### src/rtl/uvrom_pulse_timer.sv
module uvrom_pulse_timer #(
  parameter int ADDR_W    = 12,
  parameter int DATA_W    = 8,
  parameter int PULSE_MIN = 45,
  parameter int PULSE_MAX = 55
) (
  input  logic              clk,
  input  logic              rst,
  input  logic              ce_n,
  input  logic              vpp_on,
  input  logic              block,
  input  logic [ADDR_W-1:0] addr,
  input  logic [DATA_W-1:0] din,
  output logic              armed,
  output logic [ADDR_W-1:0] lat_addr,
  output logic [DATA_W-1:0] lat_din,
  output logic              commit,
  output logic              err_short,
  output logic              err_long
);
  localparam int CNT_W = $clog2(PULSE_MAX + 2);
  localparam logic [CNT_W-1:0] CNT_SAT = CNT_W'(PULSE_MAX + 1);
  localparam logic [CNT_W-1:0] CNT_MIN = CNT_W'(PULSE_MIN);
  localparam logic [CNT_W-1:0] CNT_MAX = CNT_W'(PULSE_MAX);

  logic             ce_q;
  logic [CNT_W-1:0] cnt;
  logic             fall, rise, abort, in_range;

  always_comb begin
    fall     = !armed && ce_q && !ce_n && vpp_on && !block;
    abort    = armed && (!vpp_on || block);
    rise     = armed && !abort && ce_n;
    in_range = (cnt >= CNT_MIN) && (cnt <= CNT_MAX);
    commit   = rise && in_range;
  end

  always_ff @(posedge clk) begin
    if (rst) begin
      ce_q      <= 1'b1;
      armed     <= 1'b0;
      cnt       <= '0;
      lat_addr  <= '0;
      lat_din   <= '0;
      err_short <= 1'b0;
      err_long  <= 1'b0;
    end else begin
      ce_q <= ce_n;
      if (fall) begin
        armed    <= 1'b1;
        cnt      <= CNT_W'(1);
        lat_addr <= addr;
        lat_din  <= din;
      end else if (abort) begin
        armed <= 1'b0;
      end else if (rise) begin
        armed <= 1'b0;
        if (cnt < CNT_MIN) err_short <= 1'b1;
        if (cnt > CNT_MAX) err_long  <= 1'b1;
      end else if (armed && cnt != CNT_SAT) begin
        cnt <= cnt + 1'b1;
      end
    end
  end

  // a write only fires on the release of a select that was low, under high voltage
  assert_commit_on_release_R6: assert property (@(posedge clk) disable iff (rst)
    commit |-> (ce_n && !ce_q && vpp_on));
  // the short-pulse flag never clears without reset
  assert_short_sticky_R8: assert property (@(posedge clk) disable iff (rst)
    err_short |=> err_short);
  // the long-pulse flag never clears without reset
  assert_long_sticky_R9: assert property (@(posedge clk) disable iff (rst)
    err_long |=> err_long);
  // captured address holds for the whole pulse
  assert_latch_hold_R13: assert property (@(posedge clk) disable iff (rst)
    (armed && !fall) |=> (!armed || $stable(lat_addr)));
endmodule

### config.mk
export PLATFORM = sky130hd
export DESIGN_NAME = uvrom_pulse_timer
export DESIGN_NICKNAME = d
export VERILOG_FILES = /design/src/rtl/uvrom_pulse_timer.sv
export SDC_FILE = /design/constraint.sdc
export NUM_CORES = 1
export LEC_CHECK = 0
export ABC_AREA = 1
export BUFFER_PORTS_ARGS = -buffer_cell sky130_fd_sc_hd__buf_2
export CORE_MARGIN = 4
export CORE_UTILIZATION = 25
export CTS_BUF_LIST = sky130_fd_sc_hd__clkbuf_2
export DETAILED_ROUTE_END_ITERATION = 16
export GPL_TIMING_DRIVEN = 1
export SLEW_MARGIN = 20
export SYNTH_ARGS = -nofsm -noshare
export SYNTH_HDL_FRONTEND = slang
export SYNTH_SLANG_ARGS = --single-unit
### constraint.sdc
create_clock -name clk -period 1.6 [get_ports clk]
set_input_delay 0 -clock clk [delete_from_list [all_inputs] [get_ports clk]]
set_output_delay 0 -clock clk [all_outputs]
set_load 0.01 [all_outputs]
# Yosys cells after proc, flatten, opt, wreduce, memory -nomap -nowiden
# Cells that the tools add are included.
dict set report classes {
  reduce_logical 23
  magnitude_cmp 4
  n_bitwise 3
  mux 7
  n_addsub 1
  n_eq_ne 3
}
# operator n
set op_table {}
lappend op_table {{logical AND 1 bit} 10}
lappend op_table {{AND reduction 4 bit} 2}
lappend op_table {{two-way mux 1 bit} 7}
lappend op_table {{adder 6 x 1 -> 6 bit (second input constant)} 1}
lappend op_table {{>= comparator 6 bit (second input constant)} 1}
lappend op_table {{> comparator 6 bit (second input constant)} 1}
lappend op_table {{less-or-equal comparator 6 bit (second input constant)} 1}
lappend op_table {{less-than comparator 6 bit (second input constant)} 1}
lappend op_table {{inequality test 6 bit (second input constant)} 1}
lappend op_table {{AND reduction 3 bit} 2}
lappend op_table {{logical NOT 1 bit} 5}
lappend op_table {{inequality test 2 bit (second input constant)} 2}
lappend op_table {{inverter 1 bit} 3}
lappend op_table {{nonzero test 3 bit} 1}
lappend op_table {{nonzero test 2 bit} 1}
lappend op_table {{OR reduction 2 bit} 1}
lappend op_table {{logical OR 1 bit} 1}
dict set report word_totals {
  input_bits 25
  regBits 30
  elab_cells 49
  output_inout_bits 24
}

# Logic depth before layout (Yosys ltp)
# Gate-level depths: netlist (run 1).
dict set report logic_depth {
  ltp_word 9
  ltp_mapped 9
  ltp_nobuf 9
}

# Least setup slack after synthesis (run 1)
# Ideal clock, no wire load.
dict set report synth_path {
  path_kind {register -> register}
  startpoint {reg cnt[0]}
  endpoint {reg cnt[2]}
  t_required_ns 1.481
  path_stages_with_launch 9
  t_arrival_ns 1.122
  path_slack_ns 0.358
  synth_period_minus_slack_ns 1.242
  setup_time_ns 0.119
  path_buffers 0
  cell_sequence {dfxtp_1 inv_1 ha_1 nand2_2 nor2_1 nor2_1 nand2_1 nand2_1 a21oi_1}
}
dict set report synth_via {
  elab_chain_len 3
  elab_cells_between_ends 4
  classes_between {1 x add/sub; 1 x eq/ne; 2 x reduce/logical}
}
# item line
set synth_lines {}
lappend synth_lines {{start: declaration} 27} ;# logic [CNT_W-1:0] cnt;
lappend synth_lines {{start signal: assignment} 61} ;# cnt <= cnt + 1'b1;
lappend synth_lines {{branches (longest 3 deep; another with adder 6 x 1 -> 6 bit)} --}
# Several ways; the timed one is not identified.
# A chain may end at the register's enable or synchronous reset.

# Final worst setup path (run 1)
dict set report layout_path {
  startpoint {reg cnt[0]}
  endpoint {out commit}
}
dict set report layout_via {
  elab_chain_len 3
  elab_cells_between_ends 4
  classes_between {2 x order compare; 2 x reduce/logical}
}
# item line
set layout_lines {}
lappend layout_lines {{>= comparator 6 bit / less-or-equal comparator 6 bit (equally long branches)} 34} ;# in_range = (cnt >= CNT_MIN) && (cnt <= CNT_MAX);
lappend layout_lines {{logical AND 1 bit (*)} 34}
lappend layout_lines {{logical AND 1 bit (*)} 35} ;# commit = rise && in_range;
lappend layout_lines {{end: declaration} 17} ;# output logic commit,
# Every way passes the cells marked *; elsewhere a longest branch is shown, timed or not.

==> results.py, run 1 <==
metrics = {
    "run_status": {
        "status": "completed",
    },
    "placement": {
        "placed_cells": 298,
        "place_area_um2": 1650,
        "gp_congestion": 0.826,
        "dp_hpwl_um": 2270,
        "numPortBuffers": 48,
    },
    "floorplanning": {
        "initial_utilization": 0.259,
        "core_region_area_um2": 5110,
        "dieArea_um2": 6530,
        "pin_count": 49,
        "num_rows": 26,
        "die_h_um": 80.8,
        "die_w_um": 80.8,
    },
    "drt": {
        "antenna_left": 0,
        "vias": 1407,
        "drt-total-wl_um": 3470,
        "detail_route.iter0.violations": 16,
        "drt_drc_violations_left": 0,
        "viasPerCell": 4.18,
        "firstDrtPassIters": 4,
        "wl_per_cell_um": 10.3,
    },
    "setup_path": {
        "required_ns": 1.60,
        "r2r_end": "cnt[4]$_SDFFE_PP0P_",
        "critPathMaxFanout": 4,
        "timing.rr.start": "cnt[0]$_SDFFE_PP0P_",
        "r2r_slack_ns": 0.18,
        "end_kind": "output pin",
        "crit_arrival_ns": 1.53,
        "cp-start-kind": "flop",
        "r2r_cells": 10,
        "worstSetupPathType": "reg2out",
    },
    "final_layout": {
        "area_delta_synth_final_pct": 54.1,
        "multi_input_area_um2": 668,
        "diodes": 0,
        "fin_area_um2": 2040,
        "postLayoutCoreUtil": 0.400,
        "seq_area_um2": 614,
        "final_cells": 337,
        "fillCellCount": 536,
        "final_layout_size_suffix_gt1_frac": 0.337,
        "nets": 296,
    },
    "grt": {
        "grt-ovfl-total": 0,
        "grt_max_degree": 23,
        "antenna_found_initial": 0,
        "grt_use_total": 0.111,
        "grt_pass1_wl_um": 5720,
        "grt_pass1_vias": 1409,
    },
    "synthesis": {
        "synth_area_um2": 1330,
        "synth_area_leader_cell": "dfxtp_1",
        "synth_top_area_frac": 0.453,
        "synth_cell_types": 21,
        "ys_seq_area_frac": 0.453,
        "synthTopCellsByArea": "dfxtp_1 45%, nor2_1 14%, o21ai_1 7.9%",
        "synthesis.area_per_instance_um2": 7.24,
        "yosys_warnings": 0,
        "synth_seq_cells": 30,
        "synth_nets": 213,
        "synth_cells": 183,
    },
    "clocking": {
        "clock_latency_ns": 0.35,
        "cts_htree_levels": 2,
        "numCtsBuffers": 5,
        "cts_tree": "done",
        "clock-root-buffer": "clkbuf_2",
        "clkSinkCount": 30,
        "clkTransAtPathRegs_ns": 0.15,
        "cts_max_path_buffers": 2,
    },
    "timing": {
        "finalHoldViolCount": 0,
        "slew_violations": 0,
        "hold_ws_ns": 0.139,
        "finalSetupViolations": 0,
        "worst_slew_pin_slew_ns": 0.347,
        "rsz0062_at_grt": "yes",
        "fin_crit_ns": 1.53,
        "fin_crit_sh": 0.957,
        "skew_ns": 0.0167,
        "fmax_ghz": 0.653,
        "relSlewSlack": 0.769,
    },
    "min_path": {
        "min_to": "cnt[0]$_SDFFE_PP0P_",
        "holdCritStartpoint": "block",
        "min_path_cells": 7,
        "hold_class": "in2reg",
    },
    "flow_run": {
        "cap_violations": 0,
    },
    "power_and_ir_drop": {
        "p_per_area_nw_per_um2": 668,
        "ir_drop_v": 0.000314,
        "leakagePower_nw": 0.923,
    },
}
[how the worst max path moves through the flow]
stage / from / to / slack, ns / depth (start not counted)
after floorplan: cnt[0]$_SDFFE_PP0P_ / cnt[2]$_SDFFE_PP0P_ / 0.36 / 8
after global placement: cnt[0]$_SDFFE_PP0P_ / cnt[5]$_SDFFE_PP0P_ / 0.25 / 8
after detailed placement: cnt[0]$_SDFFE_PP0P_ / cnt[4]$_SDFFE_PP0P_ / 0.22 / 8
after CTS: armed$_SDFFE_PP0P_ / commit / 0.002 / 6
after global routing: cnt[1]$_SDFFE_PP0P_ / commit / -0.02 / 7
final: cnt[0]$_SDFFE_PP0P_ / commit / 0.07 / 6
[stage by stage]
| step | setup TNS, ns | worst slack (ns) | total power [mW] |
|---|---|---|---|
| 2_1_floorplan | 0 | 0.358 | 0.890 |
| 3_3_place_gp | 0 | 0.254 | 0.961 |
| 3_5_place_dp | 0 | 0.215 | 0.963 |
| 4_1_cts | 0 | 0.00206 | 1.39 |
| 5_1_grt | -0.0242 | -0.0242 | 1.46 |
| 6_report | 0 | 0.0686 | 1.36 |
[cell usage after synthesis]
cell      number
xor2_1         3
nand2_1       25
nor2_1        50
dfxtp_1       30
a211oi_1       1
a21oi_1        9
o21a_1         1
nor2_2         1
nand3_2        1
nor2_4         2
clkbuf_1       2
o21ai_1       21
nand3_1        3
nand2_2        2
inv_1         14
ha_1           5
or2_1          1
buf_2          4
o21ai_0        1
nand4_1        2
inv_2          5
[final cells by class]
type,instances,area share
Timing Repair Buffer,82,0.274
Sequential cell,30,0.301
Multi-Input combinational cell,128,0.327
Clock buffer,5,0.0123
Inverter,19,0.0349
Clock inverter,3,0.00797
Tap cell,70,0.0429
[kinds of logic after synthesis]
family	Yosys count	synth area share
compound gates	33	0.128
flops	30	0.453
xor+xnor	3	0.0198
fa+ha+maj	5	0.0472
buf+inv	25	0.0746
simple gates	87	0.277
[cell usage in the layout, fill, tap and decap left out, types with 2 or more instances in the layout]
cell type,instances
dlygate4sd3_1,24
ha_4,2
dfxtp_1,25
buf_4,9
buf_2,48
dfxtp_2,2
a21oi_1,8
inv_2,7
nand2_1,24
nand4_1,2
nand3_2,2
nand3_1,2
nor2_1,50
xor2_1,3
o21ai_1,20
clkbuf_2,5
dfxtp_4,3
nand2_2,3
ha_1,2
inv_1,12
nor2_4,2
[sequential cells by signal, summed over array words and instances, names as in the netlist]
signal	cells
lat_din	8
lat_addr	12
err_short	1
ce_q	1
err_long	1
cnt	6
armed	1
[report_power, final]
group	internal (mW)	switching [mW]	leakage (nW)
sequential	0.770	0.0145	0.247
clock	0.100	0.267	0.0264
combinational	0.113	0.0982	0.650
[critical path, cell delays in order (launching register included)]
cell,delay (ns)
dfxtp_4,0.40
ha_4,0.17
nand3_2,0.08
o21ai_2,0.07
or2_1,0.24
a21oi_2,0.11
buf_2,0.14
[routing by layer]
metal	vias up	track usage	share of wire
li1	735	-	-
met1	626	0.118	0.44
met2	38	0.200	0.49
met3	8	0.0366	0.055
met4	0	0.0456	0.018
met5	-	0	0
[timing repair]
item / in CTS / in global routing
gates cloned: 0 / 0
pin swaps: 0 / 5
endpoints found under the hold margin: 29 / 0
buffers inserted: 2 / 5
endpoints found under the setup margin: 1 / 1
hold buffers: 24 / 0
resized for setup: 6 / 14
(Power assumes the default switching activity.)
==> inputs of run 2 (changes only) <==
--- a/config.mk
+++ b/config.mk
@@ -12,7 +12,7 @@
 export CTS_BUF_LIST = sky130_fd_sc_hd__clkbuf_2
 export DETAILED_ROUTE_END_ITERATION = 16
 export GPL_TIMING_DRIVEN = 1
-export SLEW_MARGIN = 20
+export SETUP_SLACK_MARGIN = 0.15
 export SYNTH_ARGS = -nofsm -noshare
 export SYNTH_HDL_FRONTEND = slang
 export SYNTH_SLANG_ARGS = --single-unit
==> run 2 against run 1 <==
Against the previous run: final area grew 2.8%; sequential cell count is the same; fmax shrank 0.50%; combinational power up 2%; critical path depth unchanged; critical path type unchanged; critical endpoint unchanged; largest power group unchanged.
==> results.py, run 2 (synthesis gave the netlist of run 1 again) <==
metrics = {
    "final_layout": {
        "final_layout_size_suffix_gt1_frac": 0.378,
        "fillCellCount": 534,
        "largest_register_ffs": 12,
        "nets": 299,
        "area_delta_synth_final_pct": 58.5,
        "postLayoutCoreUtil": 0.411,
        "diodes": 0,
        "reg_top3": "lat_addr: 12 flops, lat_din: 8 flops, cnt: 6 flops",
        "seq_area_um2": 614,
        "multi_input_area_um2": 703,
        "final_cell_mix": "49 x nor2_1, 48 x buf_2, 25 x dfxtp_1",
        "fin_area_um2": 2100,
        "largest-register": "lat_addr",
        "mostFrequentLayoutCell": "nor2_1",
        "final_cells": 340,
    },
    "clocking": {
        "cts_max_path_buffers": 2,
        "clock-root-buffer": "clkbuf_2",
        "numCtsBuffers": 5,
        "cts_htree_levels": 2,
        "clkTransAtPathRegs_ns": 0.16,
        "cts_tree": "done",
        "clock_latency_ns": 0.35,
        "clkSinkCount": 30,
    },
    "run_status": {
        "status": "completed",
    },
    "drt": {
        "vias": 1447,
        "firstDrtPassIters": 4,
        "detail_route.iter0.violations": 37,
        "drt_drc_violations_left": 0,
        "viasPerCell": 4.26,
        "wl_per_cell_um": 10.5,
        "antenna_left": 0,
        "drt-total-wl_um": 3590,
    },
    "setup_path": {
        "required_ns": 1.60,
        "cp-start-kind": "flop",
        "end_kind": "output pin",
        "crit_chain": "buf_6 -> inv_2 -> ha_2 -> o21a_1 -> a21oi_2 -> buf_2",
        "crit_arrival_ns": 1.54,
        "critPathMaxFanout": 4,
        "cpPeakStageDelay_ns": 0.42,
        "worstSetupPathType": "reg2out",
        "crit_slowest_cell": "dfxtp_4",
    },
    "placement": {
        "dp_hpwl_um": 2270,
        "placed_cells": 298,
        "gp_congestion": 0.826,
        "numPortBuffers": 48,
        "place_area_um2": 1650,
    },
    "grt": {
        "antenna_found_initial": 0,
        "grt_use_total": 0.115,
        "grt-ovfl-total": 0,
        "grt_max_degree": 23,
        "grt_pass1_wl_um": 5950,
        "grt_pass1_vias": 1450,
    },
    "floorplanning": {
        "initial_utilization": 0.259,
        "core_region_area_um2": 5110,
        "die_h_um": 80.8,
        "num_rows": 26,
        "dieArea_um2": 6530,
        "die_w_um": 80.8,
        "pin_count": 49,
    },
    "flow_run": {
        "cap_violations": 0,
    },
    "power_and_ir_drop": {
        "finalPower_mw": 1.37,
        "ir_drop_v": 0.000313,
        "leakagePower_nw": 0.939,
        "p_per_area_nw_per_um2": 652,
    },
    "timing": {
        "fmax_ghz": 0.650,
        "worst_slew_pin_slew_ns": 0.350,
        "relSlewSlack": 0.766,
        "slew_violations": 0,
        "skew_ns": 0.0127,
        "finalSetupViolations": 0,
        "rsz0062_at_grt": "yes",
        "fin_crit_ns": 1.54,
        "fin_crit_sh": 0.962,
        "setup_tns_ns": 0,
        "finalHoldViolCount": 0,
    },
    "min_path": {
        "hold_class": "in2reg",
    },
}
## run 2: cell types whose count changed in the layout (fill, tap and decap cells not counted), sizes merged
| cell | before | now |
|---|---|---|
| buf | 58 | 61 |
## run 2: timing repair
| item | CTS | global route |
|---|---|---|
| hold endpoints to repair | 29 | 0 |
| hold buffers | 24 | 0 |
| pin swaps | 5 | 9 |
| gates resized for setup | 18 | 12 |
| buffers inserted | 5 | 5 |
| setup endpoints to repair | 1 | 5 |
## run 2: metal layers
metal | vias to the layer above | routed length [um] | track usage
met3 | 8 | 193 | 0.0366
met1 | 656 | 1520 | 0.120
met2 | 38 | 1810 | 0.210
li1 | 745 | - | -
met5 | - | 0 | 0
met4 | 0 | 61 | 0.0507
## run 2: worst max-delay path: cells and delay by family (launching register included)
family          cells  cell delay, ns
buf+inv             3            0.29
flops               1            0.42
fa+ha+maj           1            0.16
compound gates      2            0.33
## run 2: path summary, 6_finish.rpt
path                                              from                      to  slack [ns]  cells after the start
worst max-delay path               cnt[0]$_SDFFE_PP0P_                  commit        0.06                      6
worst max register to register     cnt[0]$_SDFFE_PP0P_     cnt[0]$_SDFFE_PP0P_        0.16                     11
worst min register to register  err_short$_SDFFE_PP0P_  err_short$_SDFFE_PP0P_        0.46                      2
worst min-delay path                             block     cnt[0]$_SDFFE_PP0P_        0.15                      7
## run 2: layout make-up
type	instances	share of cell area
inverters	19	0.0340
multi-input cells	128	0.335
well taps	70	0.0417
clock buffers	5	0.0119
flip-flops and latches	30	0.293
repair buffers	85	0.277
clock inverters	3	0.00775
## run 2: through the flow
| step | setup slack, ns | hold WS (ns) |
|---|---|---|
| 6_report | 0.0609 | 0.155 |
| 5_1_grt | -0.0325 | 0.183 |
| 4_1_cts | 0.0502 | 0.0919 |
| 3_5_place_dp | 0.215 | 0.216 |
| 3_3_place_gp | 0.254 | 0.220 |
| 2_1_floorplan | 0.358 | 0.0691 |
## run 2: power by group
part	leakage (nW)	switching (mW)	total, mW	internal [mW]
clock network	0.0264	0.270	0.370	0.100
registers	0.247	0.0145	0.785	0.770
logic	0.665	0.100	0.215	0.114
total	0.939	0.385	1.37	0.985
